File: src/rtl/slpw_pkg.sv
`timescale 1ns/1ps
package slpw_pkg;
  localparam int DIV_W = 8;

  // bit 1: sleeping, bit 0: medium speed
  typedef enum logic [1:0] {
    MODE_ACT_HI  = 2'b00,
    MODE_ACT_MED = 2'b01,
    MODE_SLP_HI  = 2'b10,
    MODE_SLP_MED = 2'b11
  } pwr_mode_e;

  // medium-speed divide ratio: 16 shifted left by the field value
  function automatic logic [DIV_W-1:0] med_ratio(input logic [1:0] ma);
    logic [DIV_W-1:0] base;
    base = DIV_W'(16);
    return base << ma;
  endfunction

  function automatic logic [DIV_W-1:0] div_for(input pwr_mode_e m, input logic [1:0] ma);
    return m[0] ? med_ratio(ma) : DIV_W'(1);
  endfunction
endpackage

File: src/rtl/slpw_sync.sv
`timescale 1ns/1ps
module slpw_sync #(
  parameter int W = 16
) (
  input  logic         clk,
  input  logic         rst_n,
  input  logic [W-1:0] d_async,
  output logic [W-1:0] q_sync
);
  for (genvar g = 0; g < W; g++) begin : g_bit
    logic st1, st2;
    always_ff @(posedge clk or negedge rst_n) begin
      if (!rst_n) begin
        st1 <= 1'b0;
        st2 <= 1'b0;
      end else begin
        st1 <= d_async[g];
        st2 <= st1;
      end
    end
    assign q_sync[g] = st2;
  end
endmodule

File: src/rtl/slpw_wake.sv
`timescale 1ns/1ps
module slpw_wake #(
  parameter int N = 16
) (
  input  logic [N-1:0] req_s,
  input  logic [N-1:0] en,
  input  logic         imask,
  output logic         hit
);
  logic [N-1:0] qualified;
  assign qualified = req_s & en;
  assign hit       = (|qualified) & ~imask;
endmodule

File: src/rtl/slpw_fsm.sv
`timescale 1ns/1ps
module slpw_fsm
  import slpw_pkg::*;
(
  input  logic      clk,
  input  logic      rst_n,
  input  logic      sleep_cmd,
  input  logic      speed_med,
  input  logic      wake_hit,
  output pwr_mode_e mode_q,
  output logic      wake_stb
);
  pwr_mode_e mode_d;
  logic      sleeping, leave_sleep;

  assign sleeping    = mode_q[1];
  assign leave_sleep = sleeping & wake_hit;

  always_comb begin
    mode_d = mode_q;
    if (sleeping) begin
      if (wake_hit) mode_d = pwr_mode_e'({1'b0, mode_q[0]});
    end else if (sleep_cmd) begin
      mode_d = pwr_mode_e'({1'b1, mode_q[0]});
    end else begin
      mode_d = pwr_mode_e'({1'b0, speed_med});
    end
  end

  always_ff @(posedge clk or negedge rst_n) begin
    if (!rst_n) begin
      mode_q   <= MODE_ACT_HI;
      wake_stb <= 1'b0;
    end else begin
      mode_q   <= mode_d;
      wake_stb <= leave_sleep;
    end
  end

  p_enter_sleep_r3: assert property (@(posedge clk) disable iff (!rst_n)
    (!mode_q[1] && sleep_cmd) |=> (mode_q == {1'b1, $past(mode_q[0])}));

  p_sleep_holds_r4: assert property (@(posedge clk) disable iff (!rst_n)
    (mode_q[1] && !wake_hit) |=> $stable(mode_q));

  p_wake_speed_r5: assert property (@(posedge clk) disable iff (!rst_n)
    (mode_q[1] && wake_hit) |=> ((mode_q == {1'b0, $past(mode_q[0])}) && wake_stb));

  p_stb_pulse_r6: assert property (@(posedge clk) disable iff (!rst_n)
    wake_stb |=> !wake_stb);

  p_stb_only_exit_r10: assert property (@(posedge clk) disable iff (!rst_n)
    wake_stb |-> !mode_q[1]);
endmodule

File: src/rtl/sleep_wake_ctrl.sv
`timescale 1ns/1ps
module sleep_wake_ctrl
  import slpw_pkg::*;
#(
  parameter int N_SRC = 16
) (
  input  logic             clk,
  input  logic             rst_n,
  input  logic             sleep_cmd,
  input  logic             speed_med,
  input  logic [N_SRC-1:0] irq_req,
  input  logic [N_SRC-1:0] irq_en,
  input  logic             imask,
  input  logic [1:0]       ma_sel,
  output logic [1:0]       mode,
  output logic [DIV_W-1:0] div_sel,
  output logic             wake_stb
);
  logic [N_SRC-1:0] req_synced;
  logic             wake_hit;
  pwr_mode_e        mode_q;

  slpw_sync #(.W(N_SRC)) u_sync (
    .clk     (clk),
    .rst_n   (rst_n),
    .d_async (irq_req),
    .q_sync  (req_synced)
  );

  slpw_wake #(.N(N_SRC)) u_wake (
    .req_s (req_synced),
    .en    (irq_en),
    .imask (imask),
    .hit   (wake_hit)
  );

  slpw_fsm u_fsm (
    .clk       (clk),
    .rst_n     (rst_n),
    .sleep_cmd (sleep_cmd),
    .speed_med (speed_med),
    .wake_hit  (wake_hit),
    .mode_q    (mode_q),
    .wake_stb  (wake_stb)
  );

  assign mode    = mode_q;
  assign div_sel = div_for(mode_q, ma_sel);

  p_mask_holds_r7: assert property (@(posedge clk) disable iff (!rst_n)
    (mode[1] && imask) |=> mode[1]);

  p_div_onehot_r8: assert property (@(posedge clk) disable iff (!rst_n)
    $countones(div_sel) == 1);

  p_high_div_one_r8: assert property (@(posedge clk) disable iff (!rst_n)
    !mode[0] |-> (div_sel == DIV_W'(1)));
endmodule

File: config.mk
export PLATFORM = sky130hd
export DESIGN_NAME = sleep_wake_ctrl
export DESIGN_NICKNAME = d
export VERILOG_FILES = /design/src/rtl/slpw_pkg.sv /design/src/rtl/slpw_sync.sv /design/src/rtl/slpw_wake.sv /design/src/rtl/slpw_fsm.sv /design/src/rtl/sleep_wake_ctrl.sv
export SDC_FILE = /design/constraint.sdc
export NUM_CORES = 1
export LEC_CHECK = 0
export BUFFER_PORTS_ARGS = -buffer_cell sky130_fd_sc_hd__buf_2
export CAP_MARGIN = 20
export CORE_ASPECT_RATIO = 0.6
export CORE_UTILIZATION = 40
export CTS_BUF_LIST = sky130_fd_sc_hd__clkbuf_16
export DETAILED_ROUTE_END_ITERATION = 6
export GPL_ROUTABILITY_DRIVEN = 0
export HOLD_SLACK_MARGIN = 0.15
export PLACE_DENSITY_LB_ADDON = 0.08
export SYNTH_ARGS = -nofsm -noshare
export SYNTH_HDL_FRONTEND = slang
export SYNTH_HIERARCHICAL = 1
export SYNTH_SLANG_ARGS = --single-unit
File: constraint.sdc
create_clock -name clk -period 1.7 [get_ports clk]
set_input_delay 0.34 -clock clk [delete_from_list [all_inputs] [get_ports clk]]
set_output_delay 0.34 -clock clk [all_outputs]
set_load 0.01 [all_outputs]
Word-level counts from Yosys, hierarchy flattened
Cells that the tools add are included.
{"block": "word_totals", "register_bits": 35, "in_bits": 39, "out_inout_bits": 11, "word_cells": 48}
{"block": "classes", "n_shift": 1, "mux": 4, "bitwise": 6, "n_reduce_logical": 2}
{"cell": "bitwise AND 16 bit", "count": 1}
{"cell": "OR reduction 16 bit", "count": 1}
{"cell": "two-way mux 8 bit", "count": 1}
{"cell": "<< shifter 5 x 2 -> 8 bit, first input constant", "count": 1}
{"cell": "two-way mux 2 bit", "count": 3}
{"cell": "inverter 1 bit", "count": 3}
{"cell": "bitwise AND 1 bit", "count": 2}
{"cell": "AND reduction 2 bit", "count": 1}

Depth between registers and ports, before layout
Gate-level depths: netlist of the first run.
{"block": "depth", "word_depth": 5, "depth_mapped": 7, "ltp_nobuf": 6}

By module
Netlist of the first run, hierarchy kept.
{"module": "slpw_sync", "n_inst": 1, "cells_per_inst": 48, "area_per_inst_um2": 920.9, "seq_area_each_um2": 800.8}
{"module": "slpw_fsm", "n_inst": 1, "cells_per_inst": 7, "area_per_inst_um2": 107.6, "seq_area_each_um2": 75.1}
{"module": "slpw_wake", "n_inst": 1, "cells_per_inst": 10, "area_per_inst_um2": 86.3, "seq_area_each_um2": 0.0}
{"module": "sleep_wake_ctrl", "n_inst": 1, "cells_per_inst": 9, "area_per_inst_um2": 67.6, "seq_area_each_um2": 0.0}

Least setup slack after synthesis of the first run
No wires, ideal clock.
{"block": "synth_timing", "path_type": "register -> register", "from": "register u_sync.g_bit[10].st2", "to": "register u_fsm.mode_q[1]", "setup_time_ns": 0.071, "t_arrival_ns": 1.315, "required_time_ns": 1.629, "path_slack_ns": 0.313, "path_stages_with_launch": 8, "n_path_buf": 1, "synth_period_minus_slack_ns": 1.387, "path_cell_list": "dfrtp_1 > buf_4 > a22o_1 > a221oi_2 > and3_1 > a31oi_1 > and2_2 > nor2_1"}
{"block": "synth_via", "elab_chain_len": 5}
{"element": "start: declaration", "line_no": "slpw_sync.sv:11", "rtl": "logic st1, st2;"}
{"element": "start signal: assignment", "line_no": "slpw_sync.sv:18", "rtl": "st2 <= st1;"}
{"element": "bitwise AND 16 bit", "line_no": "slpw_wake.sv:11", "rtl": "assign qualified = req_s & en;"}
{"element": "OR reduction 16 bit", "line_no": "slpw_wake.sv:12", "rtl": "assign hit = (|qualified) & ~imask;"}
{"element": "bitwise AND 1 bit", "line_no": "slpw_wake.sv:12"}
{"element": "named net wake_hit", "line_no": "sleep_wake_ctrl.sv:20", "rtl": "logic wake_hit;"}
{"element": "two-way mux 2 bit", "line_no": "slpw_fsm.sv:22", "rtl": "if (wake_hit) mode_d = pwr_mode_e'({1'b0, mode_q[0]});"}
{"element": "two-way mux 2 bit", "line_no": "slpw_fsm.sv:21", "rtl": "if (sleeping) begin"}
{"element": "named net u_fsm.mode_d[1]", "line_no": "slpw_fsm.sv:13", "rtl": "pwr_mode_e mode_d;"}
{"element": "end signal: assignment", "line_no": "slpw_fsm.sv:35", "rtl": "mode_q <= mode_d;"}
{"element": "end: declaration", "line_no": "slpw_fsm.sv:10", "rtl": "output pwr_mode_e mode_q,"}
The timed path passes the listed nets, and every way through them passes these cells. The select of a mux whose other input is x is not followed.
A chain may end at the register's enable or synchronous reset.

Final worst setup path of the first run
{"block": "layout_timing", "from": "register u_fsm.mode_q[0]", "to": "output port div_sel[7]"}
{"block": "layout_via", "elab_chain_len": 1}
{"element": "two-way mux 8 bit", "line_no": "slpw_pkg.sv:21", "rtl": "return m[0] ? med_ratio(ma) : DIV_W'(1);"}
{"element": "end: declaration", "line_no": "sleep_wake_ctrl.sv:16", "rtl": "output logic [DIV_W-1:0] div_sel,"}
Every way passes these cells.

==> results of run 1 <==
state kept, by name (all words and copies together), names as in the netlist:
| signal | count |
|---|---|
| u_fsm/mode_q | 2 |
| u_fsm/wake_stb | 1 |
| u_sync/g_bit.st1 | 16 |
| u_sync/g_bit.st2 | 16 |
worst min path at each step:
stage,end,slack [ns],cells after the start,start
after floorplan,u_fsm/mode_q[0],0.04,0,rst_n
after global placement,u_sync/g_bit[15].st2,0.33,0,u_sync/g_bit[15].st1
after detailed placement,u_sync/g_bit[12].st2,0.33,0,u_sync/g_bit[12].st1
after CTS,u_sync/g_bit[7].st1,0.15,1,rst_n
after global routing,u_sync/g_bit[9].st1,0.17,1,irq_req[9]
final,u_sync/g_bit[7].st1,0.13,1,rst_n
cells in the final DEF (no fill, tap or decap), types with 2 or more instances in the layout:
cell,instances
a221oi_1,2
inv_1,3
dfrtp_1,35
and3b_1,2
buf_2,46
conb_1,3
clkbuf_16,5
a22oi_1,2
a22o_1,3
layout make-up:
cell class	count	area [um2]
fillers	227	1180
flip-flops and latches	35	876
repair buffers	46	230
inverters	1	3.75
clock inverters	3	12.5
clock buffers	5	125
multi-input cells	21	168
well taps	40	50.0
per-stage QoR:
step,cells,setup slack (ns),utilization (%),cell area (um2),total power [mW]
6_report,151,0.288,55.4,1470,1.87
5_1_grt,151,0.174,55.4,1470,1.96
4_1_cts,151,0.282,55.4,1470,1.89
3_5_place_dp,143,0.220,50.2,1330,1.08
3_3_place_gp,143,0.266,50.2,1330,1.07
2_1_floorplan,76,0.313,-,1190,1.01
power groups by stage:
stage	Sequential [mW]	Clock, mW	Combinational (mW)
floorplan	0.924	0	0.0859
global placement	0.922	0	0.149
detailed placement	0.923	0	0.154
CTS	0.910	0.830	0.153
global route	0.916	0.876	0.168
finish	0.910	0.809	0.149
cells by family (layout without fill, tap and decap cells):
group / count (synthesis) / count (layout) / synth area share, %
multiplexers: 1 / 1 / 1.27
AO/OA/AOI/OAI: 9 / 9 / 6.77
flip-flops: 35 / 35 / 74.1
other: 1 / 3 / 0.317
AND/OR/NAND/NOR: 8 / 8 / 5.19
buffers and inverters: 20 / 55 / 12.4
worst reg2reg max path, stage by stage, from the launching register on:
cell      delay, ns
dfrtp_1        0.36
a22o_1         0.23
a221oi_2       0.16
and3_1         0.22
a31oi_1        0.08
and2_2         0.21
nor2_1         0.09
metal layers:
layer / track usage, % / part of all wire [%] / vias to the layer above
met5: 0 / 0 / -
met4: 7.06 / 1.5 / 0
met3: 6.38 / 8.7 / 5
met2: 20.2 / 47 / 27
met1: 14.0 / 43 / 296
li1: - / - / 299
==> results.toml, run 1 <==
[global_routing]
grt_pass1_vias = 668
grt_overflow = 0
grt_max_degree = 36
track_usage_pct = 12.6
grt_pass1_wl_um = 2750
antenna_found_initial = 0

[critical_path]
critPathArrivalTime_ns = 1.07
cpMaxStageDelayCell = "dfrtp_1"
reg2reg_depth = 6
required_ns = 1.36
r2r-end = "u_fsm/mode_q[1]"
critical_path_class = "reg2out"
path_buf_inv = 1
rrSetupSlack_ns = 0.29
path_max_fanout = 7
cp-end-kind = "primary output"
timing.rr.start = "u_sync/g_bit[10].st2"
path_depth = 2
crit_start = "u_fsm/mode_q[0]"
cp-endpoint = "div_sel[7]"
crit_path_max_incr_delay_ns = 0.43
critPathTopFamily = "flip-flops"
crit_path_start_kind = "flip-flop"
path_cells = "and3_2 -> buf_2"

[floorplan]
start_util_pct = 44.7
io-pin-count = 50
rows = 14
die_w_um = 72.2
dieArea_um2 = 3180
coreArea_um2 = 2650
die_h_um = 44.1

[timing]
worstMarginPinSlew_ns = 0.710
report.final.slew_viol_count = 0
clock_skew_ns = 0.00328
hold_viol_final = 0
whs_ns = 0.125
finalCritPeriodShare_pct = 83.1
grt_setup_unrepaired = "false"
post-route-min-period_ns = 1.41
slew_headroom_pct = 52.7
fmax_mhz = 708
fin_tns_setup_ns = 0
setup_viol = 0

[logic_synthesis]
yosys-top-cells-count = "35 x dfrtp_1, 19 x buf_4, 3 x a22o_1"
synth.cell_area_um2 = 1180
async_reset_ff_share_pct = 100
synth_edf_count = 0
seq_area_frac_synth_pct = 74.1
avgSynthCellArea_um2 = 16.0
synth.top_cell.area_share_pct = 74.1
yosysWarnings = 6
ys_seq_elements = 35
synthMostInstantiatedCell = "dfrtp_1"
synth.largest_area_cell = "dfrtp_1"
synth_ff_type = "dfrtp_1"
netlist_top_cells_area = "dfrtp_1 74%, buf_4 12%, a22o_1 2.2%"
netlist-cell-type-count = 17
synthCells = 74

[power]
p_seq_share_pct = 48.7
comb_power_share_pct = 8.0
p_int_mw = 1.49
p_sw_uw = 375
p_per_area_nw_per_um2 = 1270
clkPwrFrac_pct = 43.3
leakage_nw = 0.754
max-vdd-ir-drop_uv = 721
netSwitchingFraction_pct = 20.1

[drt]
drc = 0
ant_nets = 0
routedWlPerCell_um = 10.3
dr.pass1.iters = 3
drt-initial-drc-count = 14
vias = 627
wirelength_um = 1560
drt-vias-per-instance = 4.15

[cts]
cts_buffer_depth = 2
hold_buffers = 0
tritoncts = "built"
numCtsBuffers = 5
clkLatencyLatePin_ns = 0.27
clk_pin_slew_ns = 0.05
post_cts_buffers = 0
clock_sinks = 35
post_cts_resized = 0
h-tree-depth = 2
cts_root_buf = "clkbuf_16"

[outcome]
status = "finished clean"

[placement]
dp_hpwl_um = 1190
io_buffers = 46

[cells_and_area]
syn2layout_area_growth_pct = 23.9
nNetsFinal = 149
diodes = 0
layout-drive-gt1-share_pct = 52.3

[run]
max_cap_viol_count = 0

[min_path]
min_path_type = "in2async"
Note: power is estimated with default switching activity, not from simulation.
==> inputs of run 2 (changes only) <==
--- a/config.mk
+++ b/config.mk
@@ -5,6 +5,7 @@
 export SDC_FILE = /design/constraint.sdc
 export NUM_CORES = 1
 export LEC_CHECK = 0
+export ABC_AREA = 1
 export BUFFER_PORTS_ARGS = -buffer_cell sky130_fd_sc_hd__buf_2
 export CAP_MARGIN = 20
 export CORE_ASPECT_RATIO = 0.6
==> constraint.sdc (replaced) <==
create_clock -name clk -period 1.15 [get_ports clk]
set_input_delay 0.23 -clock clk [delete_from_list [all_inputs] [get_ports clk]]
set_output_delay 0.23 -clock clk [all_outputs]
set_load 0.01 [all_outputs]
==> results.toml, run 2 <==
[outcome]
status = "finished with violations"
violations = "negative setup slack"

[timing]
finalCritPeriodShare_pct = 104
report.final.slew_viol_count = 0
fmax_mhz = 839
final.setup.worst_slack_ns = -0.0419
clock_skew_ns = 0.00269
grt_setup_unrepaired = "true"
hold_viol_final = 0
setup_viol = 5
post-route-min-period_ns = 1.19

[placement]
dp_hpwl_um = 1200
dpl_worst_slack_ns = 0.116
io_buffers = 46

[floorplan]
die_h_um = 44.5
dieArea_um2 = 3250
start_util_pct = 42.0
rows = 15
io-pin-count = 50
die_w_um = 72.9
coreArea_um2 = 2870

[cts]
tritoncts = "built"
numCtsBuffers = 5
h-tree-depth = 2
clk_pin_slew_ns = 0.05
clkLatencyLatePin_ns = 0.27
cts_buffer_depth = 2
cts_root_buf = "clkbuf_16"
clock_sinks = 35

[critical_path]
required_ns = 0.92
cp-end-kind = "primary output"
path_max_fanout = 4
timing.rr.start = "u_sync/g_bit[5].st2"
critical_path_class = "reg2out"
critPathArrivalTime_ns = 0.96
crit_path_start_kind = "flip-flop"
crit_start = "u_fsm/mode_q[0]"

[power]
p_int_mw = 2.24
finalPower_mw = 2.83
max-vdd-ir-drop_uv = 977
netSwitchingFraction_pct = 20.8
p_sw_uw = 588
comb_power_share_pct = 9.7
p_seq_share_pct = 47.4
clkPwrFrac_pct = 42.8
p_per_area_nw_per_um2 = 1670
leakage_nw = 0.881

[logic_synthesis]
netlist-cell-type-count = 8
synth.largest_area_cell = "dfrtp_1"
synth_edf_count = 0
synth.top_cell.area_share_pct = 72.6
synth_ff_type = "dfrtp_1"
synthMostInstantiatedCell = "dfrtp_1"
yosysWarnings = 6
yosys-top-cells-count = "35 x dfrtp_1, 31 x nand2_1, 19 x buf_4"
async_reset_ff_share_pct = 100
avgSynthCellArea_um2 = 11.7
netlist_top_cells_area = "dfrtp_1 73%, buf_4 12%, nand2_1 9.6%"
seq_area_frac_synth_pct = 72.6
synthCells = 103
synth.cell_area_um2 = 1210
ys_seq_elements = 35

[drt]
drc = 0
wirelength_um = 1740
drt-initial-drc-count = 26
vias = 755
dr.pass1.iters = 2
drt-vias-per-instance = 3.76
ant_nets = 0
routedWlPerCell_um = 8.65

[global_routing]
track_usage_pct = 12.0
grt_overflow = 0
grt_pass1_vias = 650
grt_pass1_wl_um = 2660
grt_max_degree = 36
antenna_found_initial = 0

[min_path]
min_path_type = "in2reg"
hp-start = "speed_med"

[cells_and_area]
final_cell_mix = "46 x buf_2, 34 x dfrtp_1, 29 x nand2_1"
nNetsFinal = 197
top_regs = "u_sync/g_bit.st1: 16 flops, u_sync/g_bit.st2: 16 flops, u_fsm/mode_q: 2 flops"
layout-drive-gt1-share_pct = 37.7
diodes = 0
layout_commonest_cell = "buf_2"
syn2layout_area_growth_pct = 40.1

[run]
max_cap_viol_count = 0
run 2: cell types whose count changed in the layout (fill, tap and decap cells not counted), moves of 2 or more:
| cell | delta |
|---|---|
| a22o_1 | -3 |
| a221oi_1 | -2 |
| nor2_1 | +8 |
| clkinv_1 | +2 |
| a22oi_1 | -2 |
| nor2_2 | +2 |
| and3b_1 | -2 |
| nand2_2 | +2 |
| nand2_1 | +29 |
| buf_4 | +2 |
| dlygate4sd3_1 | +17 |
run 2: worst paths after layout:
check                                 endpoint  slack [ns]  cells past startpoint
max in group asynchronous      u_fsm/mode_q[0]        0.32                      3
setup / recovery                       mode[0]       -0.04                      2
setup reg to reg               u_fsm/mode_q[1]        0.13                      9
min in group asynchronous  u_sync/g_bit[0].st2        0.52                      3
hold / removal                 u_fsm/mode_q[0]        0.17                      3
hold reg to reg            u_sync/g_bit[5].st2        0.34                      0
run 2: timing repair:
action | in CTS | in global routing
pin swaps | 3 | 2
hold buffers | 17 | 0
setup buffers | 1 | 0
hold endpoints to repair | 51 | 0
setup endpoints to repair | 4 | 6
resized for setup | 0 | 5
run 2: through the flow:
| stage | TNS (ns) | cell area, um2 | hold slack, ns | utilization, % | cells |
|---|---|---|---|---|---|
| floorplan | 0 | 1210 | -0.0656 | - | 105 |
| global placement | 0 | 1360 | 0.274 | 47.4 | 175 |
| detailed placement | 0 | 1360 | 0.279 | 47.4 | 175 |
| CTS | -0.185 | 1680 | 0.166 | 58.5 | 201 |
| global route | -0.365 | 1690 | 0.172 | 58.9 | 201 |
| finish | -0.102 | 1690 | 0.171 | 58.9 | 201 |
run 2: power by group through the flow:
stage,Clock (mW),Sequential (mW),Combinational [mW]
2_1_floorplan,0,1.36,0.119
3_3_place_gp,0,1.36,0.212
3_5_place_dp,0,1.36,0.217
4_1_cts,1.25,1.34,0.275
5_1_grt,1.30,1.35,0.312
6_report,1.21,1.34,0.276
run 2: metal layers:
| layer | global-route usage, % | vias up | share of wire, % |
|---|---|---|---|
| li1 | - | 392 | - |
| met5 | 0 | - | 0 |
| met1 | 13.6 | 334 | 42 |
| met3 | 5.69 | 2 | 8.5 |
| met2 | 19.1 | 27 | 49 |
| met4 | 7.06 | 0 | 0.58 |
run 2: layout make-up:
cell class | instances | area, um2
fillers | 263 | 1180
inverters | 4 | 15.0
multi-input cells | 47 | 190
well taps | 42 | 52.6
clock inverters | 3 | 15.0
repair buffers | 65 | 415
flip-flops and latches | 35 | 877
clock buffers | 5 | 125
run 2: worst max-delay path, stage by stage (launching register included):
cell     delay [ns]
dfrtp_2        0.43
buf_4          0.14
buf_2          0.13
run 2: cells by family after synthesis:
logic type	after synthesis	share of synthesized area, %
AO/OA/AOI/OAI	1	0.415
buffers and inverters	23	13.1
other	1	0.311
flip-flops	35	72.6
AND/OR/NAND/NOR	43	13.6
==> inputs of run 3 (changes only) <==
--- a/config.mk
+++ b/config.mk
@@ -17,5 +17,4 @@
 export PLACE_DENSITY_LB_ADDON = 0.08
 export SYNTH_ARGS = -nofsm -noshare
 export SYNTH_HDL_FRONTEND = slang
-export SYNTH_HIERARCHICAL = 1
 export SYNTH_SLANG_ARGS = --single-unit
==> results.toml, run 3 <==
[outcome]
status = "finished with violations"
violations = "negative setup slack"

[cells_and_area]
layout-drive-gt1-share_pct = 39.2
nNetsFinal = 193
layout_commonest_cell = "buf_2"
fin_area_um2 = 1680
diodes = 0
syn2layout_area_growth_pct = 54.8
fillers = 201
top_regs = "u_sync.g_bit.st1: 16 flops, u_sync.g_bit.st2: 16 flops, u_fsm.mode_q: 2 flops"
final_cell_mix = "46 x buf_2, 35 x dfrtp_1, 28 x nand2_1"

[logic_synthesis]
synth_ff_type = "dfrtp_1"
synthMostInstantiatedCell = "dfrtp_1"
synth.largest_area_cell = "dfrtp_1"
avgSynthCellArea_um2 = 12.9
seq_area_frac_synth_pct = 80.7
synth.cell_area_um2 = 1080
yosys-top-cells-count = "35 x dfrtp_1, 28 x nand2_1, 5 x nor2_1"
synth_edf_count = 0
netlist-cell-type-count = 9
synth.top_cell.area_share_pct = 80.7
ys_seq_elements = 35
netlist_top_cells_area = "dfrtp_1 81%, nand2_1 9.7%, buf_4 2.1%"
yosysWarnings = 0
synthCells = 84
async_reset_ff_share_pct = 100

[timing]
hold_viol_final = 0
fmax_mhz = 843
finalCritPeriodShare_pct = 103
report.final.slew_viol_count = 0
fin_tns_setup_ns = -0.129
post-route-min-period_ns = 1.19
final.setup.worst_slack_ns = -0.0356
setup_viol = 5
grt_setup_unrepaired = "true"
whs_ns = 0.185
clock_skew_ns = 0.00298

[placement]
io_buffers = 46
dpl-instance-area_um2 = 1360
dp_hpwl_um = 1200

[critical_path]
timing.rr.start = "u_sync.g_bit[9].st2"
crit_path_start_kind = "flip-flop"
rrSetupSlack_ns = 0.19
critPathArrivalTime_ns = 0.96
reg2reg_depth = 7
required_ns = 0.92
path_max_fanout = 6
cp-end-kind = "primary output"
critical_path_class = "reg2out"
r2r-end = "u_fsm.mode_q[1]"

[floorplan]
die_h_um = 42.3
io-pin-count = 50
coreArea_um2 = 2540
start_util_pct = 42.7
dieArea_um2 = 2930
die_w_um = 69.2
rows = 14

[cts]
post_cts_buffers = 0
clock_sinks = 35
tritoncts = "built"
cts_buffer_depth = 2
cts_root_buf = "clkbuf_16"
numCtsBuffers = 5
h-tree-depth = 2
clk_pin_slew_ns = 0.05
clkLatencyLatePin_ns = 0.27

[run]
max_cap_viol_count = 0

[drt]
wirelength_um = 1910
drt-initial-drc-count = 26
drc = 0
ant_nets = 0
routedWlPerCell_um = 10.3
dr.pass1.iters = 2
drt-vias-per-instance = 4.22
vias = 780

[global_routing]
track_usage_pct = 15.6
grt_overflow = 0
grt_pass1_wl_um = 3170
grt_pass1_vias = 781
grt_max_degree = 36
antenna_found_initial = 0

[min_path]
hold_depth = 3
min_path_type = "in2reg"
hp-start = "speed_med"
hold_end = "u_fsm.mode_q[0]"

[power]
p_per_area_nw_per_um2 = 1660
max-vdd-ir-drop_uv = 1170
leakage_nw = 0.872
## run 3: worst max-delay path by stage
stage	start	to	slack [ns]	cells past startpoint
floorplan	u_fsm.mode_q[0]	div_sel[7]	0.09	2
global placement	u_fsm.mode_q[0]	div_sel[7]	0.22	3
detailed placement	u_fsm.mode_q[0]	div_sel[6]	0.16	3
CTS	u_fsm.mode_q[0]	div_sel[4]	-0.05	3
global route	u_fsm.mode_q[0]	div_sel[4]	-0.09	3
finish	u_fsm.mode_q[0]	div_sel[7]	-0.04	3
## run 3: repair_timing
item / in CTS / in global routing
hold endpoints to repair: 51 / 0
pin swaps: 3 / 0
hold buffers: 17 / 0
endpoints found under the setup margin: 5 / 5
gates resized for setup: 4 / 1
## run 3: layout make-up
type	instances	area (um2)	share of cell area (%)
Clock buffer	5	125	7.45
Clock inverter	1	3.75	0.224
Inverter	4	15.0	0.894
Multi-Input combinational cell	44	199	11.8
Sequential cell	35	876	52.2
Tap cell	32	40.0	2.38
Timing Repair Buffer	64	420	25.0
## run 3: worst max-delay path: stages (launching register included)
cell     delay (ns)
dfrtp_1        0.38
inv_2          0.13
nor3_2         0.05
buf_2          0.13
## run 3: cell families after synthesis
kind of cell | after synthesis | synth area share (%)
and+or+nand+nor | 40 | 15.0
AOI/OAI and AO/OA | 1 | 0.461
DFF | 35 | 80.7
other | 1 | 0.346
buffers and inverters | 7 | 3.46
## run 3: where the power goes
| part | switching [mW] | leakage [nW] | internal (mW) |
|---|---|---|---|
| Combinational | 0.141 | 0.396 | 0.143 |
| Clock | 0.407 | 0.0669 | 0.764 |
| Sequential | 0.0237 | 0.409 | 1.31 |
| Total | 0.572 | 0.872 | 2.22 |
## run 3: per-layer routing
metal / wire, um / track usage (%) / vias up
met1: 741 / 14.2 / 357
met3: 166 / 8.89 / 5
met5: 0 / 0 / -
li1: - / - / 383
met2: 955 / 27.2 / 35
met4: 46 / 9.80 / 0
## run 3: metrics by stage
step	setup WS (ns)	util, %	power (mW)	instances
after global routing	-0.0892	66.1	2.93	185
after detailed placement	0.157	53.5	1.58	162
after floorplan	0.0940	-	1.44	86
after CTS	-0.0468	65.9	2.83	185
final	-0.0356	66.1	2.79	185
after global placement	0.216	53.5	1.57	162
